### src/rtl/vlen_pkg.sv
package vlen_pkg;
  typedef enum logic [1:0] {
    VL_SRC_KEEP,
    VL_SRC_REG,
    VL_SRC_IMM,
    VL_SRC_CTR
  } vl_src_e;

  localparam int CR_W  = 4;
  localparam int CR_LT = 3;
  localparam int CR_GT = 2;
  localparam int CR_EQ = 1;
  localparam int CR_SO = 0;
endpackage

### src/rtl/vlen_sat.sv
module vlen_sat #(
  parameter int IN_W  = 64,
  parameter int OUT_W = 7
) (
  input  logic [IN_W-1:0]  val_i,
  output logic [OUT_W-1:0] val_o,
  output logic             sat_o
);
  localparam logic [IN_W-1:0] LIMIT = {{(IN_W-OUT_W){1'b0}}, {OUT_W{1'b1}}};

  assign sat_o = val_i > LIMIT;
  assign val_o = sat_o ? {OUT_W{1'b1}} : val_i[OUT_W-1:0];
endmodule

### src/rtl/vlen_select.sv
module vlen_select
  import vlen_pkg::*;
#(
  parameter int LEN_W = 7,
  parameter int XLEN  = 64
) (
  input  vl_src_e          src_i,
  input  logic [LEN_W-1:0] cur_vl_i,
  input  logic [LEN_W-1:0] new_mvl_i,
  input  logic [LEN_W-1:0] imm_i,
  input  logic [XLEN-1:0]  ra_val_i,
  input  logic [XLEN-1:0]  ctr_i,
  output logic [LEN_W-1:0] vl_o,
  output logic             ovf_o
);
  localparam int N_WIDE = 2;

  logic [N_WIDE-1:0][XLEN-1:0]  wide_in;
  logic [N_WIDE-1:0][LEN_W-1:0] wide_sat;
  logic [N_WIDE-1:0]            wide_ovf;
  logic [LEN_W-1:0]             req;
  logic                         req_ovf;

  assign wide_in[0] = ra_val_i;
  assign wide_in[1] = ctr_i;

  for (genvar g = 0; g < N_WIDE; g++) begin : g_sat
    vlen_sat #(.IN_W(XLEN), .OUT_W(LEN_W)) i_sat (
      .val_i (wide_in[g]),
      .val_o (wide_sat[g]),
      .sat_o (wide_ovf[g])
    );
  end

  always_comb begin
    unique case (src_i)
      VL_SRC_REG: begin req = wide_sat[0]; req_ovf = wide_ovf[0]; end
      VL_SRC_CTR: begin req = wide_sat[1]; req_ovf = wide_ovf[1]; end
      VL_SRC_IMM: begin req = imm_i;       req_ovf = 1'b0;        end
      default:    begin req = cur_vl_i;    req_ovf = 1'b0;        end
    endcase
  end

  // clamp to the new maximum; equality is not an overflow
  always_comb begin
    if (req > new_mvl_i) begin
      vl_o  = new_mvl_i;
      ovf_o = 1'b1;
    end else begin
      vl_o  = req;
      ovf_o = req_ovf;
    end
  end
endmodule

### src/rtl/vlen_cond.sv
module vlen_cond
  import vlen_pkg::*;
#(
  parameter int LEN_W = 7
) (
  input  logic [LEN_W-1:0] vl_i,
  input  logic             so_i,
  input  logic             ovf_i,
  output logic [CR_W-1:0]  cr_o
);
  // value is zero-extended, so it is never negative
  always_comb begin
    cr_o        = '0;
    cr_o[CR_LT] = 1'b0;
    cr_o[CR_GT] = |vl_i;
    cr_o[CR_EQ] = ~|vl_i;
    cr_o[CR_SO] = so_i | ovf_i;
  end
endmodule

### src/rtl/vlen_set_unit.sv
module vlen_set_unit
  import vlen_pkg::*;
#(
  parameter int LEN_W  = 7,
  parameter int STEP_W = 7,
  parameter int XLEN   = 64,
  parameter int IDX_W  = 5,
  parameter int STATE_W = 2*LEN_W + 2*STEP_W + 1
) (
  input  logic               clk_i,
  input  logic               rst_ni,
  input  logic               valid_i,
  input  logic [LEN_W-1:0]   svi_i,
  input  logic               set_mvl_i,
  input  logic               set_vl_i,
  input  logic [IDX_W-1:0]   ra_sel_i,
  input  logic [XLEN-1:0]    ra_val_i,
  input  logic [IDX_W-1:0]   rt_sel_i,
  input  logic [XLEN-1:0]    ctr_i,
  input  logic               record_i,
  input  logic               so_i,
  output logic [STATE_W-1:0] state_o,
  output logic               rt_we_o,
  output logic [XLEN-1:0]    rt_data_o,
  output logic               cr_we_o,
  output logic [CR_W-1:0]    cr_o
);
  localparam int TAIL_W = STATE_W - 2*LEN_W;

  logic [LEN_W-1:0] mvl_q, vl_q;
  logic [LEN_W-1:0] imm, new_mvl, new_vl;
  logic             ovf;
  vl_src_e          src;
  logic [CR_W-1:0]  cr_d;

  assign imm     = svi_i + LEN_W'(1);
  assign new_mvl = set_mvl_i ? imm : mvl_q;

  always_comb begin
    if (!set_vl_i)             src = VL_SRC_KEEP;
    else if (ra_sel_i != '0)   src = VL_SRC_REG;
    else if (rt_sel_i == '0)   src = VL_SRC_IMM;
    else                       src = VL_SRC_CTR;
  end

  vlen_select #(.LEN_W(LEN_W), .XLEN(XLEN)) i_select (
    .src_i     (src),
    .cur_vl_i  (vl_q),
    .new_mvl_i (new_mvl),
    .imm_i     (imm),
    .ra_val_i  (ra_val_i),
    .ctr_i     (ctr_i),
    .vl_o      (new_vl),
    .ovf_o     (ovf)
  );

  vlen_cond #(.LEN_W(LEN_W)) i_cond (
    .vl_i  (new_vl),
    .so_i  (so_i),
    .ovf_i (ovf),
    .cr_o  (cr_d)
  );

  always_ff @(posedge clk_i or negedge rst_ni) begin
    if (!rst_ni) begin
      mvl_q     <= '0;
      vl_q      <= '0;
      rt_we_o   <= 1'b0;
      rt_data_o <= '0;
      cr_we_o   <= 1'b0;
      cr_o      <= '0;
    end else begin
      rt_we_o <= valid_i && (rt_sel_i != '0);
      cr_we_o <= valid_i && record_i;
      if (valid_i) begin
        mvl_q     <= new_mvl;
        vl_q      <= new_vl;
        rt_data_o <= {{(XLEN-LEN_W){1'b0}}, new_vl};
        cr_o      <= cr_d;
      end
    end
  end

  // step counters and first-element flag always end at zero
  assign state_o = {mvl_q, vl_q, {TAIL_W{1'b0}}};

  p_vl_le_mvl_r7: assert property (@(posedge clk_i) disable iff (!rst_ni)
    state_o[STATE_W-LEN_W-1 -: LEN_W] <= state_o[STATE_W-1 -: LEN_W]);

  p_hold_idle_r11: assert property (@(posedge clk_i) disable iff (!rst_ni)
    !valid_i |=> $stable(state_o));

  p_no_strobe_idle_r11: assert property (@(posedge clk_i) disable iff (!rst_ni)
    !valid_i |=> (!rt_we_o && !cr_we_o));

  p_rt_matches_vl_r9: assert property (@(posedge clk_i) disable iff (!rst_ni)
    rt_we_o |-> (rt_data_o == {{(XLEN-LEN_W){1'b0}}, state_o[STATE_W-LEN_W-1 -: LEN_W]}));

  p_so_sticky_r10: assert property (@(posedge clk_i) disable iff (!rst_ni)
    (valid_i && record_i && so_i) |=> (cr_we_o && cr_o[CR_SO]));
endmodule

### config.mk
export PLATFORM = sky130hd
export DESIGN_NAME = vlen_set_unit
export DESIGN_NICKNAME = d
export VERILOG_FILES = /design/src/rtl/vlen_pkg.sv /design/src/rtl/vlen_sat.sv /design/src/rtl/vlen_select.sv /design/src/rtl/vlen_cond.sv /design/src/rtl/vlen_set_unit.sv
export SDC_FILE = /design/constraint.sdc
export NUM_CORES = 1
export LEC_CHECK = 0
export BUFFER_PORTS_ARGS = -buffer_cell sky130_fd_sc_hd__buf_2
export CELL_PAD_IN_SITES_DETAIL_PLACEMENT = 1
export CELL_PAD_IN_SITES_GLOBAL_PLACEMENT = 2
export CORE_MARGIN = 3
export CORE_UTILIZATION = 18
export DETAILED_ROUTE_END_ITERATION = 6
export GPL_ROUTABILITY_DRIVEN = 0
export PLACE_DENSITY_LB_ADDON = 0.1
export SKIP_LAST_GASP = 1
export SYNTH_ARGS = -nofsm -noshare
export SYNTH_HDL_FRONTEND = slang
export SYNTH_SLANG_ARGS = --single-unit
### constraint.sdc
create_clock -name clk_i -period 4.2 [get_ports clk_i]
set_input_delay 0.21 -clock clk_i [delete_from_list [all_inputs] [get_ports clk_i]]
set_output_delay 0.21 -clock clk_i [all_outputs]
set_load 0.005 [all_outputs]
==> results_dict.tcl <==
set metrics [dict create \
    cts_buffer_depth 2 \
    synth-seq-cells 19 \
    synth_top_area_share_pct 24.5 \
    critPathArrivalTime_ns 3.76 \
    r2r-start "rt_data_o[1]$_DFFE_PN0P_" \
    cts_root_buf "clkbuf_16" \
    portBuffers 177 \
    grt_pass1_vias 2957 \
    r2r_slack_ns 1.42 \
    synth_top_area_cell "buf_4" \
    grt_overflow 0 \
    cp_slowest_stage_delay_ns 0.60 \
    ctsHoldBuffers 1 \
    tightest_slew_ns 0.586 \
    firstDrtPassIters 4 \
    fin_nets 651 \
    num_vias 2758 \
    cts_tree "built" \
    syn2layout_area_growth_pct 35.4 \
    critPathCaptureType "flop" \
    crit_chain "buf_2, or4_4, nor2_2, mux2_2, o21ai_0, o22a_2, ha_1, a211oi_1, nor2_1, o31ai_1, buf_4, mux2i_1, a22o_1, and4bb_1, a22o_1" \
    drv_cap 0 \
    setup_viol 0 \
    max_slew_margin_pct 60.5 \
    antenna_found_initial 0 \
    hold_start "record_i" \
    hold_path.class "input port to flop" \
    worstHoldEndpoint "cr_we_o$_DFF_PN0_" \
    ir_worst_vdd_uv 140 \
    cts-resized-gates 0 \
    ant_nets 0 \
    final_layout_size_suffix_gt1_share_pct 41.6 \
    async_flop_share_pct 100 \
    postCtsSetupBuffers 0 \
    netlist_top_cells_area "buf_4 (25%), dfrtp_1 (19%), nor4_1 (7.4%)" \
    core_sq_um 13000 \
    io_pins 251 \
    syn_inst 317 \
    whs_path_depth 2 \
    min_period_over_period_pct 86.1 \
    power_mw 0.901 \
    ys_types 50 \
    antennaDiodeCount 0 \
    grt_max_degree 21 \
    wl_mm 11.2 \
    routed_via_density 4.17 \
    die_w_microns 123 \
    grt_usage_pct 14.6 \
    synth-warning-count 0 \
    cts_buffers 3 \
    skew_ns 0.00621 \
    cp-startpoint "rt_sel_i[1]" \
    cp_common_cell "a22o_1" \
    die_height_microns 123 \
    place_ws_ns 0.313 \
    finalHoldViolCount 0 \
    fmax_mhz 276 \
    leakage_nw 1.66 \
    setup_slack_ns 0.583 \
    detail_route.wl_per_cell_microns 17.0 \
    crit_fanout 14 \
    start_util_pct 18.9 \
    cp_slowest_cell "or4_4" \
    worstSetupPathType "input port to flop" \
    clock-sinks 19 \
    synth_ff_type "dfrtp_1" \
    critPathLaunchType "input port" \
    avgSynthCellArea_sq_um 7.72 \
    reg2reg_to "cr_o[1]$_DFFE_PN0P_" \
    dieArea_sq_um 15000 \
    clock_latency_ns 0.26 \
    tns_ns 0 \
    required_ns 4.34 \
    htreeDepth 1 \
    p_per_area_nw_per_um2 272 \
    path_clk_slew_ns 0.06 \
    rows 41 \
    period_minus_slack_ns 3.62 \
    grt_pass1_wl_mm 16.7 \
    fin_util_pct 25.5 \
    fill_cells 1682 \
    drv_slew 0 \
    drt-initial-drc-count 103 \
    synth-edff-count 0 \
    reg2regPathDepth 11 \
    dp_hpwl_mm 10.0 \
    rsz0062_at_grt "no" \
    syn_area_sq_um 2450 \
    yosysSeqAreaShare_pct 19.4 \
    outcome "finished, final reports clean" \
    drt_drc_violations_left 0 \
]
==> cells in the mapped netlist (all sizes together), types with 4 or more instances <==
library cell and count:
nor4 30, nor2 31, inv 8, mux2i 7, clkbuf 7, nand4 8, buf 81, nand2 18
o21ai 15, ha 8, o31ai 6, nand3 9, nor3 7, o211ai 4, dfrtp 19, a21oi 14
mux2 5
==> critical path: cells and delay by family <==
kind,cells,cell delay (ns)
compound gates,6,1.19
fa+ha+maj,1,0.24
buf+inv,2,0.35
mux,2,0.62
simple gates,4,1.12
==> final cells by class <==
cell class              instances  area, sq um  area share [%]
repair buffers                185          948            28.6
inverters                       8         30.0           0.906
clock buffers                   3         75.1            2.27
flip-flops and latches         19          475            14.4
multi-input cells             274         1560            47.2
well taps                     172          215            6.50
clock inverters                 1         5.00           0.151
==> worst max path at each step <==
stage | to | slack [ns] | cells after the start
floorplan | cr_o[1]$_DFFE_PN0P_ | 0.55 | 14
global placement | cr_o[1]$_DFFE_PN0P_ | 0.33 | 17
detailed placement | cr_o[1]$_DFFE_PN0P_ | 0.31 | 15
CTS | cr_o[1]$_DFFE_PN0P_ | 0.57 | 15
global route | cr_o[1]$_DFFE_PN0P_ | 0.25 | 15
finish | cr_o[1]$_DFFE_PN0P_ | 0.58 | 15
==> cell usage in the layout, fill, tap and decap left out, drive strengths merged, types with 3 or more instances in the layout <==
| cell type | netlist | routed |
|---|---|---|
| a21oi | 14 | 14 |
| buf | 81 | 184 |
| clkbuf | 7 | 3 |
| conb | 1 | 73 |
| dfrtp | 19 | 19 |
| ha | 8 | 8 |
| inv | 8 | 8 |
| mux2 | 5 | 5 |
| mux2i | 7 | 7 |
| nand2 | 18 | 18 |
| nand3 | 9 | 9 |
| nand4 | 8 | 8 |
| nor2 | 31 | 31 |
| nor3 | 7 | 7 |
| nor4 | 30 | 30 |
| o211ai | 4 | 4 |
| o21a | 3 | 3 |
| o21ai | 15 | 15 |
| o22ai | 3 | 3 |
| o31a | 3 | 3 |
| o31ai | 6 | 6 |
| or2 | 3 | 3 |
| or3 | 3 | 3 |
| xor2 | 3 | 3 |
==> stage by stage <==
| stage | cell area, sq um | instances | hold slack (ns) |
|---|---|---|---|
| after floorplan | 2720 | 389 | -0.0856 |
| after global placement | 3220 | 657 | 0.203 |
| after detailed placement | 3220 | 657 | 0.205 |
| after CTS | 3310 | 662 | 0.165 |
| after global routing | 3310 | 662 | 0.188 |
| final | 3310 | 662 | 0.167 |
==> where the power goes <==
group          leakage (nW)  switching (mW)  internal [mW]
Sequential            0.218          0.0474          0.219
Combinational          1.40           0.225          0.204
Clock                0.0409          0.0777          0.128
Total                  1.66           0.350          0.551
==> logic make-up after synthesis <==
group                    count (synthesis)  share of synthesized area (%)
adder cells (fa/ha/maj)                  8                           4.09
multiplexers                            12                           5.16
XOR/XNOR                                 3                           1.07
other                                    1                          0.153
AND/OR/NAND/NOR                        114                           24.3
flip-flops                              19                           19.4
AO/OA/AOI/OAI                           64                           18.0
buffers and inverters                   96                           27.7
==> flip-flops by register name (all words and copies together), names as in the netlist <==
name	flops
rt_we_o	1
mvl_q	7
cr_o	3
cr_we_o	1
rt_data_o	7
==> routing by layer <==
layer / vias up / wire [microns] / global-route usage [%]
li1: 1360 / - / -
met1: 1260 / 4810 / 18.8
met2: 132 / 5590 / 25.9
met3: 6 / 743 / 2.58
met4: 0 / 82 / 1.89
met5: - / 0 / 0
(Power assumes the default switching activity.)
